### config.mk
export PLATFORM = sky130hd
export DESIGN_NAME = tc_core
export DESIGN_NICKNAME = d
export VERILOG_FILES = /design/src/rtl/tc_pkg.sv /design/src/rtl/tc_step_unit.sv /design/src/rtl/tc_write_stage.sv /design/src/rtl/tc_snapshot.sv /design/src/rtl/tc_core.sv
export SDC_FILE = /design/constraint.sdc
export NUM_CORES = 1
export LEC_CHECK = 0
export CORE_MARGIN = 4
export CORE_UTILIZATION = 57
export CTS_BUF_LIST = sky130_fd_sc_hd__clkbuf_4 sky130_fd_sc_hd__clkbuf_8
export DETAILED_ROUTE_END_ITERATION = 6
export GPL_TIMING_DRIVEN = 0
export PLACE_DENSITY = 0.78
export SYNTH_ARGS = -nofsm -noshare
export SYNTH_HDL_FRONTEND = slang
export SYNTH_SLANG_ARGS = --single-unit
### constraint.sdc
create_clock -name clk -period 5.58 [get_ports clk]
set_input_delay 1.116 -clock clk [delete_from_list [all_inputs] [get_ports clk]]
set_output_delay 1.116 -clock clk [all_outputs]
set_load 0.01 [all_outputs]
### src/rtl/tc_pkg.sv
package tc_pkg;
    typedef enum logic [2:0] {
        REG_SUBNS = 3'd0,
        REG_NS_LO = 3'd1,
        REG_NS_HI = 3'd2,
        REG_RATE  = 3'd3,
        REG_CTRL  = 3'd4
    } reg_sel_e;

    typedef enum logic {
        WS_IDLE = 1'b0,
        WS_HELD = 1'b1
    } wstage_e;
endpackage

### src/rtl/tc_step_unit.sv
module tc_step_unit #(
    parameter int NS_W    = 40,
    parameter int FRAC_W  = 32,
    parameter int STEP_NS = 8
) (
    input  logic [NS_W-1:0]   ns_in,
    input  logic [FRAC_W-1:0] frac_in,
    input  logic [FRAC_W-1:0] rate_in,
    output logic [NS_W-1:0]   ns_out,
    output logic [FRAC_W-1:0] frac_out
);
    localparam logic [NS_W-1:0] STEP_V = NS_W'(STEP_NS);

    logic [FRAC_W:0] mag_ext;
    logic [FRAC_W:0] sum_ext;
    logic [FRAC_W:0] dif_ext;
    logic            subtract;
    logic [NS_W-1:0] bump;

    always_comb begin
        subtract = rate_in[FRAC_W-1];
        mag_ext  = {2'b00, rate_in[FRAC_W-2:0]};
        sum_ext  = {1'b0, frac_in} + mag_ext;
        dif_ext  = {1'b0, frac_in} - mag_ext;
        if (subtract) begin
            frac_out = dif_ext[FRAC_W-1:0];
            bump     = STEP_V - NS_W'(dif_ext[FRAC_W]);
        end else begin
            frac_out = sum_ext[FRAC_W-1:0];
            bump     = STEP_V + NS_W'(sum_ext[FRAC_W]);
        end
        ns_out = ns_in + bump;
    end
endmodule

### src/rtl/tc_write_stage.sv
module tc_write_stage
    import tc_pkg::*;
#(
    parameter int NS_W   = 40,
    parameter int DATA_W = 32
) (
    input  logic              clk,
    input  logic              rst_n,
    input  logic              wr_en,
    input  logic [2:0]        addr,
    input  logic [DATA_W-1:0] wdata,
    output logic              commit,
    output logic [NS_W-1:0]   commit_ns
);
    localparam int HI_W = NS_W - DATA_W;

    wstage_e           state_q, state_d;
    logic [DATA_W-1:0] lo_q;
    logic              wr_lo, wr_hi;

    assign wr_lo = wr_en && (addr == REG_NS_LO);
    assign wr_hi = wr_en && (addr == REG_NS_HI);

    always_ff @(posedge clk or negedge rst_n) begin
        if (!rst_n) begin
            state_q <= WS_IDLE;
            lo_q    <= '0;
        end else begin
            state_q <= state_d;
            if (wr_lo) lo_q <= wdata;
        end
    end

    always_comb begin
        state_d = state_q;
        unique case (state_q)
            WS_IDLE: if (wr_lo) state_d = WS_HELD;
            WS_HELD: if (wr_hi && !wr_lo) state_d = WS_IDLE;
            default: state_d = WS_IDLE;
        endcase
    end

    always_comb begin
        commit    = 1'b0;
        commit_ns = {wdata[HI_W-1:0], lo_q};
        unique case (state_q)
            WS_IDLE: commit = 1'b0;
            WS_HELD: commit = wr_hi;
            default: commit = 1'b0;
        endcase
    end

    AST_COMMIT_RETURNS_IDLE: assert property (@(posedge clk) disable iff (!rst_n)
        commit |=> (state_q == WS_IDLE));
    AST_LO_WRITE_ARMS: assert property (@(posedge clk) disable iff (!rst_n)
        wr_lo |=> (state_q == WS_HELD && lo_q == $past(wdata)));
endmodule

### src/rtl/tc_snapshot.sv
module tc_snapshot #(
    parameter int NS_W = 40
) (
    input  logic            clk,
    input  logic            rst_n,
    input  logic            capture,
    input  logic [NS_W-1:0] ns_live,
    output logic [NS_W-1:0] snap_ns
);
    always_ff @(posedge clk or negedge rst_n) begin
        if (!rst_n)       snap_ns <= '0;
        else if (capture) snap_ns <= ns_live;
    end

    AST_SNAP_HOLD: assert property (@(posedge clk) disable iff (!rst_n)
        !capture |=> $stable(snap_ns));
endmodule

### src/rtl/tc_core.sv
module tc_core
    import tc_pkg::*;
#(
    parameter int NS_W    = 40,
    parameter int DATA_W  = 32,
    parameter int STEP_NS = 8
) (
    input  logic              clk,
    input  logic              rst_n,
    input  logic              tick_i,
    input  logic              rd_en_i,
    input  logic              wr_en_i,
    input  logic [2:0]        addr_i,
    input  logic [DATA_W-1:0] wdata_i,
    output logic [DATA_W-1:0] rdata_o
);
    localparam int FRAC_W = DATA_W;
    localparam int HI_W   = NS_W - DATA_W;

    logic [NS_W-1:0]   ns_q;
    logic [FRAC_W-1:0] frac_q;
    logic [DATA_W-1:0] rate_q;
    logic              halt_q;
    logic              commit;
    logic [NS_W-1:0]   commit_ns;
    logic [NS_W-1:0]   base_ns, next_ns, snap_ns;
    logic [FRAC_W-1:0] base_frac, next_frac;
    logic              advance, snap_take;
    logic [DATA_W-1:0] rd_mux;

    tc_write_stage #(.NS_W(NS_W), .DATA_W(DATA_W)) u_wstage (
        .clk(clk), .rst_n(rst_n), .wr_en(wr_en_i), .addr(addr_i),
        .wdata(wdata_i), .commit(commit), .commit_ns(commit_ns)
    );

    assign base_ns   = commit ? commit_ns : ns_q;
    assign base_frac = commit ? '0 : frac_q;
    assign advance   = tick_i && !halt_q;

    tc_step_unit #(.NS_W(NS_W), .FRAC_W(FRAC_W), .STEP_NS(STEP_NS)) u_step (
        .ns_in(base_ns), .frac_in(base_frac), .rate_in(rate_q),
        .ns_out(next_ns), .frac_out(next_frac)
    );

    assign snap_take = rd_en_i && (addr_i == REG_SUBNS);

    tc_snapshot #(.NS_W(NS_W)) u_snap (
        .clk(clk), .rst_n(rst_n), .capture(snap_take),
        .ns_live(ns_q), .snap_ns(snap_ns)
    );

    always_ff @(posedge clk or negedge rst_n) begin
        if (!rst_n) begin
            ns_q   <= '0;
            frac_q <= '0;
        end else if (advance) begin
            ns_q   <= next_ns;
            frac_q <= next_frac;
        end else if (commit) begin
            ns_q   <= commit_ns;
            frac_q <= '0;
        end
    end

    always_ff @(posedge clk or negedge rst_n) begin
        if (!rst_n) begin
            rate_q <= '0;
            halt_q <= 1'b1;
        end else if (wr_en_i) begin
            if (addr_i == REG_RATE) rate_q <= wdata_i;
            if (addr_i == REG_CTRL) halt_q <= wdata_i[DATA_W-1];
        end
    end

    always_comb begin
        case (addr_i)
            REG_SUBNS: rd_mux = frac_q;
            REG_NS_LO: rd_mux = snap_ns[DATA_W-1:0];
            REG_NS_HI: rd_mux = {{(DATA_W-HI_W){1'b0}}, snap_ns[NS_W-1:DATA_W]};
            REG_RATE:  rd_mux = rate_q;
            REG_CTRL:  rd_mux = {halt_q, {(DATA_W-1){1'b0}}};
            default:   rd_mux = '0;
        endcase
    end

    always_ff @(posedge clk or negedge rst_n) begin
        if (!rst_n)       rdata_o <= '0;
        else if (rd_en_i) rdata_o <= rd_mux;
    end

    AST_STEP_BOUND: assert property (@(posedge clk) disable iff (!rst_n)
        (advance && !commit) |=> (((ns_q - $past(ns_q)) >= NS_W'(STEP_NS-1)) &&
                                  ((ns_q - $past(ns_q)) <= NS_W'(STEP_NS+1))));
    AST_HALT_HOLD: assert property (@(posedge clk) disable iff (!rst_n)
        (halt_q && !commit) |=> ($stable(ns_q) && $stable(frac_q)));
    AST_POS_NO_SHRINK: assert property (@(posedge clk) disable iff (!rst_n)
        (advance && !commit && !rate_q[DATA_W-1]) |=> ((ns_q - $past(ns_q)) >= NS_W'(STEP_NS)));
    AST_NEG_NO_GROW: assert property (@(posedge clk) disable iff (!rst_n)
        (advance && !commit && rate_q[DATA_W-1]) |=> ((ns_q - $past(ns_q)) <= NS_W'(STEP_NS)));
    AST_HI_RESERVED: assert property (@(posedge clk) disable iff (!rst_n)
        (rd_en_i && addr_i == REG_NS_HI) |=> (rdata_o[DATA_W-1:HI_W] == '0));
    AST_COMMIT_FRAC_CLEAR: assert property (@(posedge clk) disable iff (!rst_n)
        (commit && !advance) |=> (frac_q == '0 && ns_q == $past(commit_ns)));
    AST_RDATA_HOLD: assert property (@(posedge clk) disable iff (!rst_n)
        !rd_en_i |=> $stable(rdata_o));
endmodule

==> impl_metrics.env <==
export IMPL_status="finished with violations"
export IMPL_failed_checks="setup timing"
export IMPL_ioPinCount=72
export IMPL_ant_nets=0
export IMPL_hold_viol=0
export IMPL_num_vias=12291
export IMPL_path_class="in -> reg"
export IMPL_cp_max_fo=5
export IMPL_syn_nets=1546
export IMPL_startpoint="addr_i[2]"
export IMPL_die_height_um=162.4
export IMPL_grt_overflow_total=0
export IMPL_crit_path_top_delay_cell="o211ai_1"
export IMPL_r2r_slack_ns=-0.12
export IMPL_maxCapViolCount=0
export IMPL_reg2reg_depth=26
export IMPL_crit_required_ns=6.02
export IMPL_crit_arrival_ns=6.29
export IMPL_fin_area_sq_mm=0.01711
export IMPL_firstDrtPassIters=7
export IMPL_skew_ns=0.03871
export IMPL_ctsHoldBuffers=0
export IMPL_synth_edf_count=0
export IMPL_seq_area_sq_mm=0.005256
export IMPL_place_hpwl_um=32420
export IMPL_dpl_cell_area_sq_mm=0.01514
export IMPL_htree_levels=2
export IMPL_row_count=56
export IMPL_die_area_sq_mm=0.02639
export IMPL_clkSlewWorstSetupHoldPaths_ns=0.06
export IMPL_num_antenna_cells=0
export IMPL_synth_ff_type="dfrtp_1"
export IMPL_path_buf_inv=3
export IMPL_period_share_pct=104.9
export IMPL_cpPeakStageDelay_ns=0.34
export IMPL_tightest_slew_ns=1.102
export IMPL_rr_startpoint="u_wstage.state_q"
export IMPL_multi_input_area_sq_mm=0.008386
export IMPL_startpoint_type="input port"
export IMPL_cpMostUsedCell="nor2_4"
export IMPL_finalWorstSetupSlack_ns=-0.2718
export IMPL_clockRootBuffer="clkbuf_8"
export IMPL_vias_per_cell=6.258
export IMPL_slew_viol_final=0
export IMPL_final_nets=1727
export IMPL_syn_to_final_growth_pct=25.83
export IMPL_grt_pass1_wl_um=72190
export IMPL_endpoint="ns_q[32]"
export IMPL_grt_start_max_net_pins=86
export IMPL_final_common_cell="dfrtp_1"
export IMPL_cp_top_family="compound AO/OA/AOI/OAI gates"
export IMPL_powerDensity_mw_per_mm2=521.8
export IMPL_slew_headroom_pct=26.27
export IMPL_wirelength_um=47410
export IMPL_io_buffers=69
export IMPL_drive_above_1_share_pct=25.53
export IMPL_rsz0062_at_grt="true"
export IMPL_fillers=1702
export IMPL_coreArea_sq_mm=0.02347
export IMPL_ir_worst_vdd_mv=0.2578
export IMPL_globalplace_congestion=0.9866
export IMPL_drc=0
export IMPL_worst_setup_path_end_kind="flip-flop"
export IMPL_cts_tree="built"
export IMPL_layout_common_cells="209 x dfrtp_1, 106 x mux2_2, 105 x nor2_1"
export IMPL_synthArstFlopShare_pct=100.0
export IMPL_clock_latency_ns=0.58
export IMPL_fin_crit_ns=5.852
export IMPL_start_util_pct=57.92
export IMPL_synth_seq_cells=210
export IMPL_numCtsBuffers=40
export IMPL_r2r_end="ns_q[32]"
export IMPL_leakage_uw=0.007327
export IMPL_netlist_area_sq_mm=0.01360
export IMPL_syn_inst=1438
export IMPL_yosysWarnings=0
export IMPL_antenna_found_initial=0
export IMPL_grt_pass1_vias=12539
export IMPL_ys_types=86
export IMPL_cp_depth=27
export IMPL_clk_path_buf_depth=3
export IMPL_fin_setup_tns_ns=-2.052
export IMPL_clock_sinks=210
export IMPL_drtIter0Drc=1422
export IMPL_grt_total_usage_pct=35.44
export IMPL_synth_area_per_cell_sq_um=9.454
export IMPL_worstHoldPathType="in -> async"
export IMPL_finalSetupViolations=14
export IMPL_yosysSeqAreaShare_pct=38.66
export IMPL_die_w_um=162.4
export IMPL_max_freq_mhz=170.9
export IMPL_wl_per_cell_um=24.14
## routing by layer
metal	vias to the layer above	GRT usage [%]	wire length (um)	share of wire, %
met5	-	0	76	0.16
met4	2	18.65	2925	6.2
met3	187	6.024	3907	8.2
met2	629	57.24	21680	46
met1	6008	45.94	18820	40
li1	5465	-	-	-
## cells in the mapped netlist, types with 6 or more instances
| library cell | count | area (sq um) |
|---|---|---|
| xor2_1 | 26 | 227.7 |
| a211oi_1 | 13 | 97.59 |
| inv_1 | 91 | 341.6 |
| nor4_1 | 12 | 75.07 |
| o21ai_1 | 20 | 100.1 |
| mux2i_1 | 59 | 590.6 |
| nand2_1 | 103 | 386.6 |
| nor2_1 | 112 | 420.4 |
| nand4_1 | 14 | 87.58 |
| xnor2_1 | 42 | 367.9 |
| a211o_1 | 6 | 52.55 |
| o21ai_0 | 45 | 225.2 |
| buf_2 | 9 | 45.04 |
| mux2_2 | 106 | 1194 |
| a21oi_1 | 106 | 530.5 |
| o22ai_1 | 27 | 168.9 |
| a21o_1 | 13 | 97.59 |
| clkbuf_1 | 61 | 229.0 |
| o21bai_1 | 14 | 105.1 |
| o21a_1 | 7 | 52.55 |
| and3_1 | 10 | 62.56 |
| dfrtp_1 | 209 | 5230 |
| or3_1 | 6 | 37.54 |
| nand2b_1 | 9 | 56.30 |
| buf_1 | 11 | 41.29 |
| and2_1 | 30 | 187.7 |
| ha_1 | 67 | 838.3 |
| o211ai_1 | 8 | 60.06 |
| nand3_1 | 41 | 205.2 |
| mux4_2 | 8 | 180.2 |
| o31ai_1 | 9 | 67.56 |
| a31oi_1 | 16 | 100.1 |
| nor3_1 | 24 | 120.1 |
| nor2b_1 | 18 | 112.6 |
## worst reg2reg max path: stages, from the launching register on
cell and delay (ns):
dfrtp_1 0.45, and3_4 0.27, nand2_8 0.11, clkbuf_16 0.19
and2_4 0.17, ha_4 0.26, nor3_4 0.19, nand3_1 0.12
o221a_4 0.28, a21boi_4 0.20, nor3_4 0.07, o211ai_1 0.34
a31o_1 0.26, a211oi_2 0.10, o31ai_4 0.29, ha_2 0.27
fa_2 0.22, a21o_1 0.18, a21oi_4 0.09, a211oi_4 0.33
o21ai_4 0.14, or2_4 0.30, nor2_4 0.13, nand3b_1 0.23
buf_4 0.23, nor2_4 0.07, xnor2_1 0.08
## per-stage QoR
step           hold WS (ns)  power, uW  cells  utilization [%]  setup slack, ns
3_3_place_gp         0.4838       6558   1826            64.25           -5.440
2_1_floorplan        0.4620       5463   1438                -          -0.3741
4_1_cts              0.4988       8680   1948            71.53          -0.2779
3_5_place_dp         0.4943       6647   1828            64.50           -2.537
6_report             0.4980       8927   1964            72.88          -0.2718
5_1_grt              0.5231       9463   1964            72.88          -0.4281
## worst min-delay path by stage
stage / start / to
after global placement: frac_q[18] / frac_q[18]
after global routing: rst_n / rdata_o[12]
final: rst_n / rdata_o[12]
after floorplan: frac_q[17] / frac_q[17]
after CTS: rst_n / rdata_o[12]
after detailed placement: ns_q[3] / u_snap.snap_ns[3]
## cells by family after synthesis
logic type	count (synthesis)	share of synthesized area (%)
simple gates	412	15.15
fa+ha+maj	68	6.313
buf+inv	176	5.200
flops	210	38.66
xor+xnor	68	4.381
mux	176	14.77
compound gates	328	15.53
## final cells by class
type                            instances  area share, %
Sequential cell                       210          30.72
Tap cell                              319          2.333
Inverter                               91          1.997
Clock inverter                          8         0.3072
Multi-Input combinational cell       1053          49.02
Timing Repair Buffer                  151          8.462
Clock buffer                           60          4.534
Buffer                                 72          2.626
## state kept, by name, indices dropped and copies added (netlist names)
| register | cells |
|---|---|
| halt_q | 1 |
| rdata_o | 32 |
| frac_q | 32 |
| u_wstage.state_q | 1 |
| rate_q | 32 |
| ns_q | 40 |
| u_wstage.lo_q | 32 |
| u_snap.snap_ns | 40 |
## timing repair
item,4_1_cts,5_1_grt
cloned,1,1
resized for setup,97,50
endpoints found under the setup margin,40,32
buffers inserted,62,23
pin swaps,46,37
## power breakdown
group,leakage (uW),internal (uW),switching (uW),total [uW]
clock network,0.000441,889,704,1590
registers,0.00260,2050,467,2510
logic,0.00428,2130,2690,4820
total,0.00733,5060,3860,8930
Note: power is estimated with default switching activity, not from simulation.
